[src/rtl/adc_seq_pkg.sv]
package adc_seq_pkg;

    localparam int BYTE_W = 8;
    localparam int SMP_W  = 12;
    localparam int NIB_W  = SMP_W - BYTE_W;
    localparam int EXT_W  = 16;
    localparam int CH_W   = 3;

    typedef enum logic [2:0] {
        ST_IDLE,
        ST_WR,
        ST_WAIT,
        ST_RDLO,
        ST_GAP,
        ST_RDHI
    } seq_st_t;

    typedef struct packed {
        logic cs_n;
        logic wr_n;
        logic rd_n;
        logic hben;
        logic oe;
    } adc_pins_t;

    // Pin levels per sequencer phase
    function automatic adc_pins_t pins_for(input seq_st_t st);
        adc_pins_t p;
        p = '{cs_n: 1'b1, wr_n: 1'b1, rd_n: 1'b1, hben: 1'b0, oe: 1'b0};
        case (st)
            ST_WR:   begin p.cs_n = 1'b0; p.wr_n = 1'b0; p.oe = 1'b1; end
            ST_RDLO: begin p.cs_n = 1'b0; p.rd_n = 1'b0; end
            ST_GAP:  begin p.cs_n = 1'b0; p.hben = 1'b1; end
            ST_RDHI: begin p.cs_n = 1'b0; p.rd_n = 1'b0; p.hben = 1'b1; end
            default: ;
        endcase
        return p;
    endfunction

    function automatic logic [EXT_W-1:0] sext(input logic [SMP_W-1:0] v);
        return {{(EXT_W-SMP_W){v[SMP_W-1]}}, v};
    endfunction

endpackage

[src/rtl/adc_seq_sync.sv]
module adc_seq_sync #(
    parameter int STAGES = 2
) (
    input  logic clk,
    input  logic rst,
    input  logic din,
    output logic dout
);
    logic [STAGES-1:0] q;

    generate
        if (STAGES == 1) begin : g_one
            always_ff @(posedge clk) begin
                if (rst) q <= '1;
                else     q <= din;
            end
        end else begin : g_chain
            always_ff @(posedge clk) begin
                if (rst) q <= '1;
                else     q <= {q[STAGES-2:0], din};
            end
        end
    endgenerate

    assign dout = q[STAGES-1];
endmodule

[src/rtl/adc_seq_timer.sv]
module adc_seq_timer #(
    parameter int LIMIT = 64
) (
    input  logic clk,
    input  logic rst,
    input  logic run,
    output logic expired
);
    localparam int CW = (LIMIT > 2) ? $clog2(LIMIT) : 1;

    logic [CW-1:0] cnt;

    always_ff @(posedge clk) begin
        if (rst || !run) cnt <= '0;
        else if (!expired) cnt <= cnt + CW'(1);
    end

    assign expired = run && (cnt == CW'(LIMIT - 1));


    timer_range_chk: assert property (@(posedge clk) disable iff (rst)
        cnt <= CW'(LIMIT - 1));
endmodule

[src/rtl/adc_seq_asm.sv]
module adc_seq_asm
    import adc_seq_pkg::*;
(
    input  logic              clk,
    input  logic              rst,
    input  logic              cap_lo,
    input  logic              cap_hi,
    input  logic [BYTE_W-1:0] din,
    output logic [SMP_W-1:0]  sample12,
    output logic [EXT_W-1:0]  sample16
);
    logic [BYTE_W-1:0] lo_q;
    logic [NIB_W-1:0]  hi_q;

    always_ff @(posedge clk) begin
        if (rst) begin
            lo_q <= '0;
            hi_q <= '0;
        end else begin
            if (cap_lo) lo_q <= din;
            if (cap_hi) hi_q <= din[NIB_W-1:0];
        end
    end

    assign sample12 = {hi_q, lo_q};
    assign sample16 = sext(sample12);


    cap_excl_chk: assert property (@(posedge clk) disable iff (rst)
        !(cap_lo && cap_hi));
endmodule

[src/rtl/adc_seq.sv]
module adc_seq
    import adc_seq_pkg::*;
#(
    parameter int WR_CYCLES   = 2,
    parameter int RD_CYCLES   = 2,
    parameter int TIMEOUT     = 64,
    parameter int SYNC_STAGES = 2
) (
    input  logic              clk,
    input  logic              rst,
    input  logic              host_wr_valid,
    input  logic [BYTE_W-1:0] host_wr_data,
    input  logic              adc_int_n,
    input  logic [BYTE_W-1:0] adc_data_in,
    output logic              adc_cs_n,
    output logic              adc_wr_n,
    output logic              adc_rd_n,
    output logic              adc_hben,
    output logic              adc_data_oe,
    output logic [BYTE_W-1:0] adc_data_out,
    output logic              smp_valid,
    output logic [SMP_W-1:0]  smp_data12,
    output logic [EXT_W-1:0]  smp_data16,
    output logic [CH_W-1:0]   smp_chan,
    output logic              stat_done_n,
    output logic              err_timeout,
    output logic              busy_reject
);
    localparam int MAXC = (WR_CYCLES > RD_CYCLES) ? WR_CYCLES : RD_CYCLES;
    localparam int PW   = $clog2(MAXC + 1);

    seq_st_t           state;
    logic [PW-1:0]     ph;
    logic [BYTE_W-1:0] ctl_q;
    logic              int_s;
    logic              wait_expired;
    logic              wr_last, rd_last;
    adc_pins_t         pins;

    adc_seq_sync #(.STAGES(SYNC_STAGES)) u_sync (
        .clk  (clk),
        .rst  (rst),
        .din  (adc_int_n),
        .dout (int_s)
    );

    adc_seq_timer #(.LIMIT(TIMEOUT)) u_timer (
        .clk     (clk),
        .rst     (rst),
        .run     (state == ST_WAIT),
        .expired (wait_expired)
    );

    assign wr_last = (ph == PW'(WR_CYCLES - 1));
    assign rd_last = (ph == PW'(RD_CYCLES - 1));

    adc_seq_asm u_asm (
        .clk      (clk),
        .rst      (rst),
        .cap_lo   (state == ST_RDLO && rd_last),
        .cap_hi   (state == ST_RDHI && rd_last),
        .din      (adc_data_in),
        .sample12 (smp_data12),
        .sample16 (smp_data16)
    );

    always_ff @(posedge clk) begin
        if (rst) begin
            state       <= ST_IDLE;
            ph          <= '0;
            ctl_q       <= '0;
            smp_valid   <= 1'b0;
            err_timeout <= 1'b0;
            busy_reject <= 1'b0;
        end else begin
            busy_reject <= host_wr_valid && (state != ST_IDLE);
            case (state)
                ST_IDLE: if (host_wr_valid) begin
                    ctl_q       <= host_wr_data;
                    smp_valid   <= 1'b0;
                    err_timeout <= 1'b0;
                    ph          <= '0;
                    state       <= ST_WR;
                end
                ST_WR: begin
                    ph <= wr_last ? '0 : ph + PW'(1);
                    if (wr_last) state <= ST_WAIT;
                end
                ST_WAIT: begin
                    if (!int_s) begin
                        ph    <= '0;
                        state <= ST_RDLO;
                    end else if (wait_expired) begin
                        err_timeout <= 1'b1;
                        state       <= ST_IDLE;
                    end
                end
                ST_RDLO: begin
                    ph <= rd_last ? '0 : ph + PW'(1);
                    if (rd_last) state <= ST_GAP;
                end
                ST_GAP: begin
                    ph    <= '0;
                    state <= ST_RDHI;
                end
                ST_RDHI: begin
                    ph <= rd_last ? '0 : ph + PW'(1);
                    if (rd_last) begin
                        smp_valid <= 1'b1;
                        state     <= ST_IDLE;
                    end
                end
                default: state <= ST_IDLE;
            endcase
        end
    end

    assign pins         = pins_for(state);
    assign adc_cs_n     = pins.cs_n;
    assign adc_wr_n     = pins.wr_n;
    assign adc_rd_n     = pins.rd_n;
    assign adc_hben     = pins.hben;
    assign adc_data_oe  = pins.oe;
    assign adc_data_out = ctl_q;
    assign smp_chan     = ctl_q[CH_W-1:0];
    assign stat_done_n  = ~smp_valid;


    strobe_excl_chk: assert property (@(posedge clk) disable iff (rst)
        !(!adc_wr_n && !adc_rd_n));

    oe_only_write_chk: assert property (@(posedge clk) disable iff (rst)
        adc_data_oe |-> (!adc_wr_n && !adc_cs_n));

    busy_cause_chk: assert property (@(posedge clk) disable iff (rst)
        busy_reject |-> $past(host_wr_valid));

    valid_clear_chk: assert property (@(posedge clk) disable iff (rst)
        $fell(smp_valid) |-> $past(host_wr_valid));

    err_origin_chk: assert property (@(posedge clk) disable iff (rst)
        $rose(err_timeout) |-> ($past(state == ST_WAIT) && !smp_valid));

    valid_origin_chk: assert property (@(posedge clk) disable iff (rst)
        $rose(smp_valid) |-> $past(state == ST_RDHI));
endmodule

[config.mk]
export PLATFORM = sky130hd
export DESIGN_NAME = adc_seq
export DESIGN_NICKNAME = d
export VERILOG_FILES = /design/src/rtl/adc_seq_pkg.sv /design/src/rtl/adc_seq_sync.sv /design/src/rtl/adc_seq_timer.sv /design/src/rtl/adc_seq_asm.sv /design/src/rtl/adc_seq.sv
export SDC_FILE = /design/constraint.sdc
export NUM_CORES = 1
export LEC_CHECK = 0
export CORE_MARGIN = 4
export CORE_UTILIZATION = 43
export DETAILED_ROUTE_END_ITERATION = 6
export PLACE_DENSITY = 0.9
export SLEW_MARGIN = 25
export SYNTH_ARGS = -nofsm -noshare
export SYNTH_HDL_FRONTEND = slang
export SYNTH_HIERARCHICAL = 1
export SYNTH_SLANG_ARGS = --single-unit
[constraint.sdc]
create_clock -name clk -period 2.2 [get_ports clk]
set_input_delay 0.44 -clock clk [delete_from_list [all_inputs] [get_ports clk]]
set_output_delay 0.44 -clock clk [all_outputs]
set_load 0.01 [all_outputs]
==> results.py, run 1 <==
metrics = {
    "clocking": {
        "cts_root_buf": "clkbuf_8",
        "htree_num_levels": 2,
        "cts_buffers": 5,
        "insertion_delay_ps": 290,
        "cts_tree": "yes",
        "postCtsHoldBufs": 0,
        "clock-sinks": 36,
        "clk_pin_slew_worst_paths_ps": 70,
        "clock_path_buffers": 2,
    },
    "finish": {
        "drive_above_1_share_pct": 8.47,
        "ff_latch_area_um2": 723,
        "area.growth.synth_to_final_pct": 38.6,
        "nNetsFinal": 268,
        "diodes": 0,
        "multi_input_area_um2": 764,
        "n_fill_cell": 335,
    },
    "setup_path": {
        "crit_chain": "and2b_1, nand2b_1, inv_1, clkdlybuf4s50_1",
        "reg2reg_from": "state[0]",
        "timing.rr.end": "state[0]",
        "crit_path_start": "state[0]",
        "path_class": "flip-flop to output port",
        "rrSetupSlack_ps": 340,
        "cpLargestDelayFamily": "buffers and inverters",
        "worstPathArrival_ps": 1620,
        "path_buf_inv": 2,
        "worstSetupEndpointType": "output port",
        "worst_setup_path_start_kind": "flip-flop",
        "cpPeakStageDelay_ps": 530,
        "cpMaxStageDelayCell": "clkdlybuf4s50_1",
        "cp.depth": 4,
        "worstPathRequired_ps": 1760,
        "r2r_cells": 8,
        "cp_max_fo": 10,
    },
    "power_and_ir_drop": {
        "pwr_density_cell_nw_per_um2": 763,
        "ir_drop_v": 0.000383,
        "p_sw_mw": 0.545,
        "switching_share_pct": 30.1,
        "internal_power_mw": 1.27,
        "p_seq_share_pct": 41.9,
        "clock_power_share_pct": 26.2,
        "pwr-share-comb_pct": 31.9,
        "leakage_nw": 0.858,
    },
    "placement": {
        "port-buffer-count": 67,
        "hpwlAfterDp_um": 2910,
        "routabilityCongestion": 0.806,
    },
    "die": {
        "ioPinCount": 68,
        "coreArea_um2": 3740,
        "die_h_um": 71.1,
        "die_w_um": 71.1,
        "initial_utilization_pct": 45.8,
        "die_area_um2": 5060,
        "rows": 22,
    },
    "yosys": {
        "yosys_warnings": 6,
        "synth-async-reset-ratio_pct": 0,
        "avgSynthCellArea_um2": 8.75,
        "yosys.area_share.simple_pct": 22.6,
        "yosys_register_bits": 36,
        "synth_top_family_by_area": "simple AND/OR/NAND/NOR gates",
        "syn_nets": 217,
        "synth.mux.area_fraction_pct": 8.18,
        "synth-edff-count": 0,
        "yosysSeqAreaShare_pct": 42.0,
        "synth-xor-area-share_pct": 0,
        "synthCells": 196,
        "netlist_area_um2": 1710,
        "synth_fa_ha_area_share_pct": 0.730,
        "synth_ff_type": "dfxtp_1",
        "synth_compound_area_share_pct": 13.1,
        "synth_cell_types": 37,
    },
    "timing": {
        "min_period_ps": 2060,
        "tns_ps": 0,
        "fin_skew_ps": 2.25,
        "rsz0062_at_grt": "false",
        "fmax_mhz": 486,
        "period_share_pct": 93.6,
        "hold_viol_final": 0,
        "fin_worst_hold_slack_ps": 406,
        "slew-limit-headroom_pct": 65.6,
        "finalMaxSlewViolations": 0,
        "setup_violations": 0,
        "tightestPinTransition_ps": 516,
    },
    "global_route": {
        "antenna_found_initial": 0,
        "first_global_vias": 1377,
        "grt_max_degree": 15,
        "gr-usage-all-layers_pct": 15.9,
        "grt_overflow": 0,
        "grt_pass1_wl_um": 6310,
    },
    "detailed_routing": {
        "ant_nets": 0,
        "drt-initial-drc-count": 92,
        "first_pass_iters": 4,
        "drc": 0,
        "routed_wl_um": 3840,
        "routedWlPerCell_um": 13.0,
        "viasPerCell": 4.91,
        "dr_total_vias": 1454,
    },
    "min_path": {
        "hold_path.class": "flip-flop to flip-flop",
        "min_path_cells": 1,
        "hold_path_end": "u_sync/q[1]",
        "worstHoldStart": "u_sync/q[0]",
    },
    "run": {
        "max-cap-violations": 0,
    },
    "run_status": {
        "status": "finished clean",
    },
}
metrics by stage:
step / worst slack, ps / utilization (%) / instance area [µm²] / cells / power (mW)
2_1_floorplan: 609 / - / 1710 / 196 / 1.14
3_3_place_gp: 417 / 61.0 / 2280 / 288 / 1.34
3_5_place_dp: 354 / 61.0 / 2280 / 288 / 1.35
4_1_cts: 52.0 / 63.4 / 2370 / 296 / 1.83
5_1_grt: 26.1 / 63.5 / 2380 / 296 / 1.92
6_report: 141 / 63.5 / 2380 / 296 / 1.81
cells in the mapped netlist, drive strengths merged (7+ instances only):
master / instances / area (µm²)
dfxtp: 36 / 721
nand2: 21 / 78.8
nor2: 20 / 75.1
nor3: 7 / 45.0
buf: 25 / 186
o21ai: 9 / 48.8
nand2b: 8 / 50.1
mux2i: 14 / 140
inv: 8 / 30.0
a21oi: 10 / 50.1
layout make-up:
type / instances / area share [%]
Inverter: 8 / 1.26
Multi-Input combinational cell: 124 / 32.2
Clock buffer: 8 / 3.79
Sequential cell: 36 / 30.4
Timing Repair Buffer: 72 / 29.8
Tap cell: 48 / 2.53
sequential cells by signal (all words and copies together) (netlist names):
signal	count
u_asm/hi_q	4
smp_valid	1
state	3
err_timeout	1
busy_reject	1
u_asm/lo_q	8
u_sync/q	2
ph	2
adc_data_out	8
u_timer/cnt	6
repair_timing:
item / 4_1_cts / 5_1_grt
endpoints found under the setup margin: 0 / 1
setup buffers: 0 / 0
resized for setup: 0 / 2
kinds of logic (layout without fill, tap and decap cells):
kind of cell	after synthesis	in the layout
multiplexers	14	14
adder cells (fa/ha/maj)	1	1
AND/OR/NAND/NOR	77	77
buffers and inverters	36	88
flip-flops	36	36
AO/OA/AOI/OAI	32	32
power groups by stage:
stage | sequential (mW) | clock (mW) | combinational, mW
2_1_floorplan | 0.765 | 0 | 0.371
3_3_place_gp | 0.769 | 0 | 0.571
3_5_place_dp | 0.771 | 0 | 0.579
4_1_cts | 0.757 | 0.489 | 0.583
5_1_grt | 0.765 | 0.518 | 0.634
6_report | 0.759 | 0.476 | 0.579
cells in the final DEF, fill, tap and decap left out, types with 6 or more instances in the layout:
cell type | Yosys | routed
a21oi_1 | 10 | 10
clkbuf_8 | 0 | 6
clkdlybuf4s50_1 | 0 | 67
dfxtp_1 | 36 | 34
inv_1 | 8 | 8
mux2i_1 | 14 | 14
nand2_1 | 21 | 21
nand2b_1 | 8 | 8
nor2_1 | 20 | 20
o21ai_0 | 7 | 7
how the worst max path moves through the flow:
stage,to
3_5_place_dp,state[0]
4_1_cts,adc_rd_n
3_3_place_gp,adc_rd_n
6_report,adc_data_oe
2_1_floorplan,state[0]
5_1_grt,adc_rd_n
metal layers:
metal  vias to the layer above  part of all wire (%)  GRT usage, %
met5                         -                     0             0
met4                         0                  0.70          6.26
met3                         2                   8.1          7.24
met2                        58                    48          25.8
met1                       657                    43          18.2
li1                        737                     -             -
worst reg2reg max path, stage by stage, from the launching register on:
cell and delay (ps):
dfxtp_1 490, nand2b_1 200, nor2_1 80, nand3_1 110, or2_1 170, inv_1 90
o32a_4 410, o21ai_2 70, mux2i_1 180
(Power assumes the default switching activity.)
==> run 2, diff against run 1 <==
--- a/config.mk
+++ b/config.mk
@@ -8,7 +8,8 @@
 export CORE_MARGIN = 4
 export CORE_UTILIZATION = 43
 export DETAILED_ROUTE_END_ITERATION = 6
-export PLACE_DENSITY = 0.9
+export PLACE_DENSITY = 0.81
+export SETUP_SLACK_MARGIN = 0.3
 export SLEW_MARGIN = 25
 export SYNTH_ARGS = -nofsm -noshare
 export SYNTH_HDL_FRONTEND = slang
==> run 2 against run 1 <==
  * Setup slack better by 330 ps
  * Highest routed layer unchanged
  * Core utilization is 0.33 points higher
  * Sequential share of layout area is 0.10 points higher
  * Register-to-register slack better by 180 ps
==> results.py, run 2 (same netlist as run 1, synthesis figures left out) <==
metrics = {
    "run_status": {
        "status": "finished clean",
    },
    "detailed_routing": {
        "viasPerCell": 4.93,
        "dr_total_vias": 1455,
        "first_pass_iters": 4,
        "routedWlPerCell_um": 12.5,
        "drt-initial-drc-count": 61,
        "ant_nets": 0,
        "drc": 0,
        "routed_wl_um": 3700,
    },
    "power_and_ir_drop": {
        "pwr_density_cell_nw_per_um2": 748,
        "leakage_nw": 0.879,
        "ir_drop_v": 0.000401,
    },
    "clocking": {
        "insertion_delay_ps": 280,
        "cts_tree": "yes",
        "htree_num_levels": 2,
        "clk_pin_slew_worst_paths_ps": 60,
        "clock_path_buffers": 2,
        "cts_root_buf": "clkbuf_8",
        "clock-sinks": 36,
        "cts_buffers": 5,
        "postCtsHoldBufs": 0,
    },
    "timing": {
        "tightestPinTransition_ps": 527,
        "slew-limit-headroom_pct": 64.8,
        "fin_worst_hold_slack_ps": 416,
        "setup_violations": 0,
        "min_period_ps": 1730,
        "rsz0062_at_grt": "false",
        "period_share_pct": 78.6,
        "tns_ps": 0,
        "finalMaxSlewViolations": 0,
        "fin_skew_ps": 2.46,
        "hold_viol_final": 0,
        "fmax_mhz": 579,
    },
    "setup_path": {
        "rrSetupSlack_ps": 520,
        "worst_setup_path_start_kind": "flip-flop",
        "worstPathArrival_ps": 1290,
        "path_class": "flip-flop to output port",
        "worstPathRequired_ps": 1760,
        "cp_max_fo": 11,
        "worstSetupEndpointType": "output port",
    },
    "die": {
        "initial_utilization_pct": 45.8,
        "rows": 22,
        "die_area_um2": 5060,
        "die_h_um": 71.1,
        "die_w_um": 71.1,
        "coreArea_um2": 3740,
        "ioPinCount": 68,
    },
    "min_path": {
        "hold_path.class": "flip-flop to flip-flop",
    },
    "finish": {
        "area.growth.synth_to_final_pct": 39.3,
        "diodes": 0,
        "ff_latch_area_um2": 729,
        "mostFrequentLayoutCell": "clkdlybuf4s50_1",
        "drive_above_1_share_pct": 10.9,
        "multi_input_area_um2": 785,
        "nNetsFinal": 267,
        "finish.cell_count_without_fillers": 295,
        "final_core_util_pct": 63.8,
        "n_fill_cell": 338,
        "final_cell_mix": "clkdlybuf4s50_1 (62), dfxtp_1 (33), nand2_1 (21)",
    },
    "placement": {
        "hpwlAfterDp_um": 2840,
        "port-buffer-count": 67,
        "dp.cells": 286,
        "routabilityCongestion": 0.775,
    },
    "run": {
        "max-cap-violations": 0,
    },
    "global_route": {
        "grt_max_degree": 16,
        "grt_pass1_wl_um": 6400,
        "gr-usage-all-layers_pct": 15.4,
        "first_global_vias": 1457,
        "grt_overflow": 0,
        "antenna_found_initial": 0,
    },
}
run 2: final cells by class:
cell class / count / share of cell area [%]
multi-input combinational: 124 / 32.8
sequential: 36 / 30.5
timing repair buffer: 71 / 29.1
clock buffer: 8 / 3.77
tap: 48 / 2.51
inverter: 8 / 1.26
run 2: stage by stage:
stage               instance area [µm²]  setup slack (ps)  power, mW
floorplan                          1710               609       1.14
global placement                   2270               311       1.32
detailed placement                 2270               255       1.33
CTS                                2370               306       1.79
global route                       2390               351       1.91
finish                             2390               472       1.79
run 2: worst max-delay path, stage by stage, from the launching register on:
cell and delay, ps:
dfxtp_4 350, buf_4 180, inv_1 110, nor2_1 60, o21ai_0 160, clkbuf_2 160
run 2: final timing paths:
kind,from,to,depth (start not counted)
worst max-delay path,state[1],adc_rd_n,5
worst min-delay path,u_sync/q[0],u_sync/q[1],1
worst max register to register,state[1],state[0],9
worst min register to register,u_sync/q[0],u_sync/q[1],1
run 2: layer usage:
metal / global-route usage (%) / up-vias / part of all wire [%]
met5: 0 / - / 0
met4: 3.76 / 0 / 0.84
met3: 6.11 / 5 / 8.7
met2: 24.9 / 54 / 45
met1: 19.3 / 660 / 45
li1: - / 736 / -
run 2: repair_timing:
action                                  4_1_cts  5_1_grt
endpoints found under the setup margin        8        5
setup buffers                                 1        0
gates resized for setup                      10        8
run 2: report_power, final:
| group | switching (mW) | leakage [nW] | total, mW | internal (mW) |
|---|---|---|---|---|
| logic | 0.260 | 0.539 | 0.547 | 0.287 |
| clock network | 0.213 | 0.0455 | 0.468 | 0.255 |
| registers | 0.0598 | 0.294 | 0.772 | 0.712 |
| total | 0.533 | 0.879 | 1.79 | 1.25 |
